[config.mk]
export PLATFORM = sky130hd
export DESIGN_NAME = split64_regbank
export DESIGN_NICKNAME = d
export VERILOG_FILES = /design/src/rtl/regbank_pkg.sv /design/src/rtl/regbank_stage.sv /design/src/rtl/regbank_counter.sv /design/src/rtl/regbank_cfg.sv /design/src/rtl/regbank_rdport.sv /design/src/rtl/split64_regbank.sv
export SDC_FILE = /design/constraint.sdc
export NUM_CORES = 2
export LEC_CHECK = 0
export BUFFER_PORTS_ARGS = -buffer_cell sky130_fd_sc_hd__buf_2
export CAP_MARGIN = 25
export CORE_UTILIZATION = 38
export DETAILED_ROUTE_END_ITERATION = 8
export GPL_TIMING_DRIVEN = 0
export PLACE_DENSITY = 0.54
export SYNTH_ARGS = -nofsm -noshare
export SYNTH_HDL_FRONTEND = slang
export SYNTH_SLANG_ARGS = --single-unit
[constraint.sdc]
create_clock -name clk -period 3.18 [get_ports clk]
set_input_delay 0.159 -clock clk [delete_from_list [all_inputs] [get_ports clk]]
set_output_delay 0.159 -clock clk [all_outputs]
set_load 0.01 [all_outputs]
[src/rtl/regbank_pkg.sv]
`timescale 1ns/1ps
package regbank_pkg;

    localparam int WORD_W  = 32;
    localparam int DWORD_W = 64;

    // bits of the configuration word that are actually stored
    localparam logic [WORD_W-1:0] CFG_KEEP_MASK = 32'hF001_FFF9;

    typedef enum logic {
        HALF_UPPER = 1'b0,   // even word: bits 63:32
        HALF_LOWER = 1'b1    // odd word:  bits 31:0
    } half_e;

    typedef struct packed {
        logic       soft_rst;
        logic       wdog_en;
        logic       wdog_fail;
        logic       dma_rst;
        logic [10:0] rsvd_hi;
        logic       long_ptr;
        logic [3:0] rd_cache;
        logic [3:0] wr_cache;
        logic [3:0] pipe_depth;
        logic       prio_side;
        logic [1:0] rsvd_lo;
        logic       burst_sel;
    } cfg_t;

    typedef struct packed {
        logic               valid;
        logic [DWORD_W-1:0] data;
    } commit_t;

    function automatic cfg_t cfg_pack(input logic [WORD_W-1:0] w);
        cfg_t c;
        c = cfg_t'(w & CFG_KEEP_MASK);
        return c;
    endfunction

    function automatic logic [WORD_W-1:0] upper_of(input logic [DWORD_W-1:0] v);
        return v[DWORD_W-1:WORD_W];
    endfunction

    function automatic logic [WORD_W-1:0] lower_of(input logic [DWORD_W-1:0] v);
        return v[WORD_W-1:0];
    endfunction

endpackage

[src/rtl/regbank_stage.sv]
`timescale 1ns/1ps
module regbank_stage
    import regbank_pkg::*;
#(
    parameter int SLOT_W = 4,
    parameter int N_SLOT = 8
) (
    input  logic                clk,
    input  logic                rst,
    input  logic                wr,
    input  logic [SLOT_W:0]     addr,
    input  logic [WORD_W-1:0]   wdata,
    output commit_t             commit,
    output logic [SLOT_W-1:0]   commit_slot
);

    logic [WORD_W-1:0] staged;
    logic [SLOT_W-1:0] slot;
    half_e             half;
    logic              mapped;

    assign slot   = addr[SLOT_W:1];
    assign half   = half_e'(addr[0]);
    assign mapped = int'(slot) < N_SLOT;

    assign commit.valid = wr && mapped && (half == HALF_LOWER);
    assign commit.data  = {staged, wdata};
    assign commit_slot  = slot;

    always_ff @(posedge clk) begin
        if (rst) begin
            staged <= '0;
        end else if (wr && mapped) begin
            if (half == HALF_UPPER) staged <= wdata;
            else                    staged <= '0;
        end
    end

    AST_STAGE_CLEARED: assert property (@(posedge clk) disable iff (rst)
        commit.valid |=> (staged == '0));
    AST_UNMAPPED_NO_STAGE: assert property (@(posedge clk) disable iff (rst)
        (wr && !mapped) |=> $stable(staged));

endmodule

[src/rtl/regbank_counter.sv]
`timescale 1ns/1ps
module regbank_counter
    import regbank_pkg::*;
#(
    parameter int BYTE_W   = 16,
    parameter bit IS_BYTES = 1'b0
) (
    input  logic                clk,
    input  logic                rst,
    input  logic                load,
    input  logic [DWORD_W-1:0]  load_val,
    input  logic                evt,
    input  logic [BYTE_W-1:0]   evt_bytes,
    output logic [DWORD_W-1:0]  value
);

    logic [DWORD_W-1:0] step;

    generate
        if (IS_BYTES) begin : g_bytes
            assign step = DWORD_W'(evt_bytes);
        end else begin : g_reqs
            assign step = DWORD_W'(1);
        end
    endgenerate

    always_ff @(posedge clk) begin
        if (rst)       value <= '0;
        else if (load) value <= load_val;
        else if (evt)  value <= value + step;
    end

    AST_CNT_HOLD: assert property (@(posedge clk) disable iff (rst)
        (!load && !evt) |=> $stable(value));
    AST_CNT_LOAD_WINS: assert property (@(posedge clk) disable iff (rst)
        (load && evt) |=> (value == $past(load_val)));

endmodule

[src/rtl/regbank_cfg.sv]
`timescale 1ns/1ps
module regbank_cfg
    import regbank_pkg::*;
(
    input  logic                clk,
    input  logic                rst,
    input  logic                load,
    input  logic [DWORD_W-1:0]  load_val,
    output logic [DWORD_W-1:0]  value,
    output logic                sw_reset_pulse
);

    cfg_t cfg;

    always_ff @(posedge clk) begin
        if (rst) begin
            cfg <= '0;
        end else if (load) begin
            cfg <= cfg_pack(lower_of(load_val));
        end else if (cfg.soft_rst) begin
            cfg.soft_rst <= 1'b0;
        end
    end

    assign value          = {{WORD_W{1'b0}}, cfg};
    assign sw_reset_pulse = cfg.soft_rst;

    AST_SWRST_SELF_CLEAR: assert property (@(posedge clk) disable iff (rst)
        (cfg.soft_rst && !load) |=> !cfg.soft_rst);
    AST_CFG_RSVD_ZERO: assert property (@(posedge clk) disable iff (rst)
        load |=> (cfg.rsvd_hi == '0 && cfg.rsvd_lo == '0));

endmodule

[src/rtl/regbank_rdport.sv]
`timescale 1ns/1ps
module regbank_rdport
    import regbank_pkg::*;
#(
    parameter int SLOT_W = 4,
    parameter int N_SLOT = 8
) (
    input  logic                            clk,
    input  logic                            rst,
    input  logic                            rd,
    input  logic                            wr,
    input  logic [SLOT_W:0]                 addr,
    input  logic [N_SLOT-1:0][DWORD_W-1:0]  slot_vals,
    output logic [WORD_W-1:0]               rdata
);

    localparam int IDX_W = (N_SLOT > 1) ? $clog2(N_SLOT) : 1;

    logic [SLOT_W-1:0]  slot;
    half_e              half;
    logic               mapped;
    logic [DWORD_W-1:0] live;
    logic [WORD_W-1:0]  cap_word;
    logic [SLOT_W-1:0]  cap_slot;
    logic               cap_valid;

    assign slot   = addr[SLOT_W:1];
    assign half   = half_e'(addr[0]);
    assign mapped = int'(slot) < N_SLOT;
    assign live   = mapped ? slot_vals[slot[IDX_W-1:0]] : '0;

    always_ff @(posedge clk) begin
        if (rst) begin
            rdata     <= '0;
            cap_word  <= '0;
            cap_slot  <= '0;
            cap_valid <= 1'b0;
        end else if (wr) begin
            cap_valid <= 1'b0;
        end else if (rd) begin
            if (!mapped) begin
                rdata     <= '0;
                cap_valid <= 1'b0;
            end else if (half == HALF_UPPER) begin
                rdata     <= upper_of(live);
                cap_word  <= lower_of(live);
                cap_slot  <= slot;
                cap_valid <= 1'b1;
            end else begin
                rdata     <= (cap_valid && cap_slot == slot) ? cap_word : lower_of(live);
                cap_valid <= 1'b0;
            end
        end
    end

    AST_UNMAPPED_READ_ZERO: assert property (@(posedge clk) disable iff (rst)
        (rd && !wr && !mapped) |=> (rdata == '0));
    AST_CAPTURE_ARMED: assert property (@(posedge clk) disable iff (rst)
        (rd && !wr && mapped && half == HALF_UPPER) |=> cap_valid);
    AST_WRITE_DROPS_CAPTURE: assert property (@(posedge clk) disable iff (rst)
        wr |=> !cap_valid);
    AST_WRITE_BLOCKS_READ: assert property (@(posedge clk) disable iff (rst)
        wr |=> $stable(rdata));

endmodule

[src/rtl/split64_regbank.sv]
`timescale 1ns/1ps
module split64_regbank
    import regbank_pkg::*;
#(
    parameter int             ADDR_W        = 5,
    parameter int             N_CNT         = 7,
    parameter int             BYTE_W        = 16,
    parameter logic [N_CNT-1:0] BYTE_CNT_MASK = 7'b111_1000
) (
    input  logic                clk,
    input  logic                rst,
    input  logic                bus_wr,
    input  logic                bus_rd,
    input  logic [ADDR_W-1:0]   bus_addr,
    input  logic [31:0]         bus_wdata,
    output logic [31:0]         bus_rdata,
    input  logic [N_CNT-1:0]    evt_strobe,
    input  logic [BYTE_W-1:0]   evt_bytes,
    output logic                sw_reset_pulse
);

    localparam int SLOT_W = ADDR_W - 1;
    localparam int N_SLOT = N_CNT + 1;

    commit_t                        commit;
    logic [SLOT_W-1:0]              commit_slot;
    logic [N_SLOT-1:0][DWORD_W-1:0] slot_vals;
    logic                           cfg_load;

    regbank_stage #(.SLOT_W(SLOT_W), .N_SLOT(N_SLOT)) i_stage (
        .clk         (clk),
        .rst         (rst),
        .wr          (bus_wr),
        .addr        (bus_addr),
        .wdata       (bus_wdata),
        .commit      (commit),
        .commit_slot (commit_slot)
    );

    assign cfg_load = commit.valid && (commit_slot == '0);

    regbank_cfg i_cfg (
        .clk            (clk),
        .rst            (rst),
        .load           (cfg_load),
        .load_val       (commit.data),
        .value          (slot_vals[0]),
        .sw_reset_pulse (sw_reset_pulse)
    );

    generate
        for (genvar k = 0; k < N_CNT; k++) begin : g_cnt
            logic hit;
            assign hit = commit.valid && (commit_slot == SLOT_W'(k + 1));
            regbank_counter #(.BYTE_W(BYTE_W), .IS_BYTES(BYTE_CNT_MASK[k])) i_cnt (
                .clk       (clk),
                .rst       (rst),
                .load      (hit),
                .load_val  (commit.data),
                .evt       (evt_strobe[k]),
                .evt_bytes (evt_bytes),
                .value     (slot_vals[k + 1])
            );
        end
    endgenerate

    regbank_rdport #(.SLOT_W(SLOT_W), .N_SLOT(N_SLOT)) i_rdport (
        .clk       (clk),
        .rst       (rst),
        .rd        (bus_rd),
        .wr        (bus_wr),
        .addr      (bus_addr),
        .slot_vals (slot_vals),
        .rdata     (bus_rdata)
    );

    AST_PULSE_CAUSE: assert property (@(posedge clk) disable iff (rst)
        sw_reset_pulse |-> $past(bus_wr && bus_addr == ADDR_W'(1) && bus_wdata[31]));
    AST_UPPER_STAGED_ONLY: assert property (@(posedge clk) disable iff (rst)
        (bus_wr && !bus_addr[0] && evt_strobe == '0) |=> $stable(slot_vals[N_SLOT-1:1]));

endmodule

==> reports/qor_table.md <==
| Group | Metric | Reported |
| --- | --- | --- |
| sta | Endpoints failing setup | 0 |
| logic synthesis | Synth cell types | 88 |
| worst setup path | Depth of the worst register-to-register path | 8 |
| sta | Unrepaired setup endpoints after global routing | true |
| logic synthesis | FFs w/ async S/R, synth | 0 |
| die | Core area | 0.0903 mm^2 |
| clocking | Maximum count of clock buffers along a single path | 3 |
| routing | Detail-routed net length per standard cell | 28.0 um |
| sta | Total Negative Setup Slacks | 0 ns |
| logic synthesis | Syn avg cell area | 8.31 um^2 |
| logic synthesis | Area contributors post-synth | dfxtp_1 33%, a211oi_1 9.5%, nor2_1 7.6%, xnor2_1 5.6%, mux4_2 5.4% |
| worst setup path | Startpoint of the most critical register-to-register path | g_cnt[3].i_cnt.value[14] |
| place | Post-place setup slack | -1.03 ns |
| sta | Fin. Hold Viols | 0 |
| die | Number of top-level pins | 97 |
| die | Floorplan die height | 305 um |
| sta | Worst hold slack across all endpoints | 0.0785 ns |
| logic synthesis | Net Count, Synth | 4321 |
| worst setup path | Critical Path Most Common Cell | buf_2 |
| worst setup path | Crit path max fanout | 10 |
| power and ir drop | Worst ir drop on vdd | 0.351 mV |
| die | Initial Utilization | 0.385 |
| power and ir drop | Portion of total power attributed to sequential cells | 0.394 |
| sta | Period utilisation layout | 0.974 |
| worst setup path | Buffers & Inverters on Critical Path | 6 |
| power and ir drop | Cell Int Power | 13.6 mW |
| global route | Total congestion overflow after global routing | 0 |
| logic synthesis | Post-Synthesis Cell Area | 0.0348 mm^2 |
| die | Area of the die | 0.0927 mm^2 |
| power and ir drop | Power per cell area | 492 mW/mm^2 |
| worst setup path | Critical path's slowest cell | buf_2 |
| global route | Vias in the first global route | 31200 |
| clocking | TritonCTS clock tree | done |
| logic synthesis | Seq/Total Area, Yosys | 0.327 |
| outcome | Result of the run | complete, no violations |
| die | Rows | 110 |
| global route | Wire length of the first global-routing pass | 222000 um |
| worst setup path | Critical Path, Cell by Cell | buf_2 > buf_2 > buf_2 > buf_2 > nand3_1 > clkbuf_1 > clkbuf_1 > o211ai_1 > a21oi_1 |
| global route | Number of antenna violations at the first check in global routing | 5 |
| global route | Maximum number of pins on one net before global-route repair | 18 |
| die | Die Width | 305 um |
| sta | Worst Clk Skew | 0.0229 ns |
| sta | Number of pins exceeding their max-slew limit in the final report | 0 |
| final layout | Final-layout fill cell count | 9075 |
| worst setup path | Critical path depth | 9 |
| worst setup path | Crit path launch type | primary input |
| sta | Final critical-path required period | 3.10 ns |
| worst setup path | Worst EP arrival | 3.55 ns |
| logic synthesis | Number of instances in the synthesized netlist | 4186 |
| logic synthesis | Dominant synthesized flop cell | dfxtp_1 |
| routing | Violation count after the first detailed-routing iteration | 3937 |
| routing | Routed wire length | 156000 um |
| clocking | Clk sink count | 568 |
| run | # Max-Cap Violations | 0 |
| routing | Iteration count of the initial detailed-routing pass | 6 |
| power and ir drop | Total power of the final layout | 19.4 mW |
| sta | Smallest setup slack after layout | 0.0824 ns |
| worst setup path | Critical Setup Path Class | in -> reg |
| clocking | Clock latency at the later pin of the worst-skew pair | 0.64 ns |
| clocking | Depth of the CTS H-tree | 3 |
| logic synthesis | Number of enable flip-flop cells after synthesis | 0 |
| routing | Number of design rule violations left after detail routing | 0 |
| worst setup path | Endpoint required time on the critical path | 3.64 ns |
| clocking | Worst-path clk slew | 0.06 ns |
| power and ir drop | Part of the power in combinational logic | 0.160 |
| routing | Via-to-Cell Ratio | 6.10 |
| place | Weighted congestion at the end of routability-driven global placement | 1.03 |
| sta | Relative max-transition margin | 0.223 |
| logic synthesis | Fraction of post-synthesis cell area in the top cell type by area | 0.327 |
| final layout | Fraction of layout instances using a drive strength above 1 | 0.101 |
| worst hold path | Worst Hold Class | in -> reg |
| sta | Maximum clock frequency | 323 MHz |
| place | Half-perimeter wire length after placement | 122000 um |
| power and ir drop | Net switching power of the design | 5.85 mW |
| sta | Slew at the pin with the worst max-slew slack | 1.17 ns |
| power and ir drop | Clock network fraction of total power | 0.446 |
| global route | Overall routing resource usage | 0.327 |
| final layout | Commonest cells after routing, fill and taps aside | 703 x nor2_1, 568 x dfxtp_1, 435 x a211oi_1 |
| power and ir drop | LEAKAGE | 14.3 nW |
| clocking | Master cell of the clock root buffer | clkbuf_16 |
| final layout | Most frequent standard cell in the layout excluding fill and tap cells | nor2_1 |
| logic synthesis | Flops & latches, synth | 568 |
| worst hold path | Worst hold path stage count | 3 |
| worst setup path | Critical path capture point type | flip-flop |
| logic synthesis | Leading area contributor after synthesis | dfxtp_1 |
| final layout | Area growth, synth to finish | 13.7% |
| clocking | Total CTS buffers | 72 |
| routing | Vias post-DR | 34000 |
| worst setup path | Beginning of the critical path | bus_addr[1] |
| final layout | Layout net count | 4483 |
| power and ir drop | Switching share of total power | 0.301 |
| worst hold path | Min-Delay Startpoint | bus_wdata[3] |
| logic synthesis | Number of warnings issued by yosys | 0 |
| worst setup path | Cell family with most CP delay | buffers and inverters |
| routing | Number of nets still failing antenna checks after routing | 0 |
| worst setup path | Slowest stage delay, CP | 0.45 ns |
| place | IO Port Bufs | 58 |
## routing by layer
metal / GRT usage / vias up / share of wire
li1: - / 15500 / -
met1: 0.457 / 16600 / 0.43
met2: 0.496 / 1598 / 0.43
met3: 0.0422 / 277 / 0.084
met4: 0.158 / 2 / 0.051
met5: 0 / - / 0.000083
## Yosys cell counts (all sizes together), types with 20 or more instances
| master | number |
|---|---|
| nand4 | 106 |
| inv | 53 |
| a22oi | 32 |
| mux4 | 83 |
| a221oi | 22 |
| o21ai | 94 |
| and2 | 26 |
| xor2 | 171 |
| clkbuf | 267 |
| o211ai | 21 |
| a311oi | 32 |
| a21o | 26 |
| and4 | 45 |
| xnor2 | 224 |
| a22o | 20 |
| ha | 67 |
| and3 | 89 |
| buf | 77 |
| dfxtp | 568 |
| a211oi | 445 |
| mux2i | 102 |
| or3 | 33 |
| nor2 | 709 |
| a21oi | 147 |
| nor3 | 88 |
| nand3 | 143 |
| mux2 | 24 |
| nand2 | 297 |
## state kept, by name (all words and copies together), names as in the netlist
register,flops
g_cnt.i_cnt.value,448
i_rdport.rdata,32
i_rdport.cap_valid,1
i_stage.staged,32
i_cfg.sw_reset_pulse,1
i_rdport.cap_word,32
i_rdport.cap_slot,4
i_cfg.value,18
## tightest hold or removal path, stage by stage
cell	delay (ns)
buf_1	0.30
nand2_1	0.14
a21oi_1	0.05
## power by group through the flow
stage               sequential [mW]  clock, mW  combinational (mW)
floorplan                      7.67          0                2.02
global placement               7.80          0                2.93
detailed placement             7.80          0                2.96
CTS                            7.64       8.71                2.98
global route                   7.68       8.98                3.31
finish                         7.66       8.68                3.11
## final timing paths
kind,endpoint,slack [ns]
setup / recovery,g_cnt[6].i_cnt.value[2],0.08
hold / removal,i_cfg.value[3],0.08
hold reg to reg,i_rdport.cap_word[21],0.46
setup reg to reg,g_cnt[3].i_cnt.value[47],0.09
## metrics by stage
step                      utilization  std cells  instance area, um^2
final                           0.438       5575                39500
after global routing            0.438       5575                39500
after CTS                       0.436       5569                39300
after detailed placement        0.407       5437                36800
after global placement          0.405       5420                36500
after floorplan                     -       4186                34800
## layout make-up
cell class                 instances  area (um^2)  area share
multi-input combinational       3219        22000       0.557
sequential                       568        11400       0.288
clock buffer                      92         2010      0.0508
tap                             1176         1470      0.0372
buffer                           342         1370      0.0346
timing repair buffer              90          681      0.0172
clock inverter                    32          408      0.0103
inverter                          55          206     0.00522
antenna                            1         2.50   0.0000633
## what timing repair did
action,in CTS,in global routing
setup buffers,2,3
resized for setup,12,33
pin swaps,1,6
setup endpoints to repair,101,101
hold buffers,7,0
hold endpoints to repair,8,0
## cell families (layout without fill, tap and decap cells)
family,after synthesis,after routing,share of synthesized area
AO/OA/AOI/OAI,934,934,0.190
XOR/XNOR,395,395,0.0995
adder cells (fa/ha/maj),71,71,0.0264
buffers and inverters,399,611,0.0451
flip-flops,568,568,0.327
multiplexers,209,209,0.0909
other,0,1,0
AND/OR/NAND/NOR,1610,1610,0.221
No activity file was read; power rests on OpenSTA's default activity.
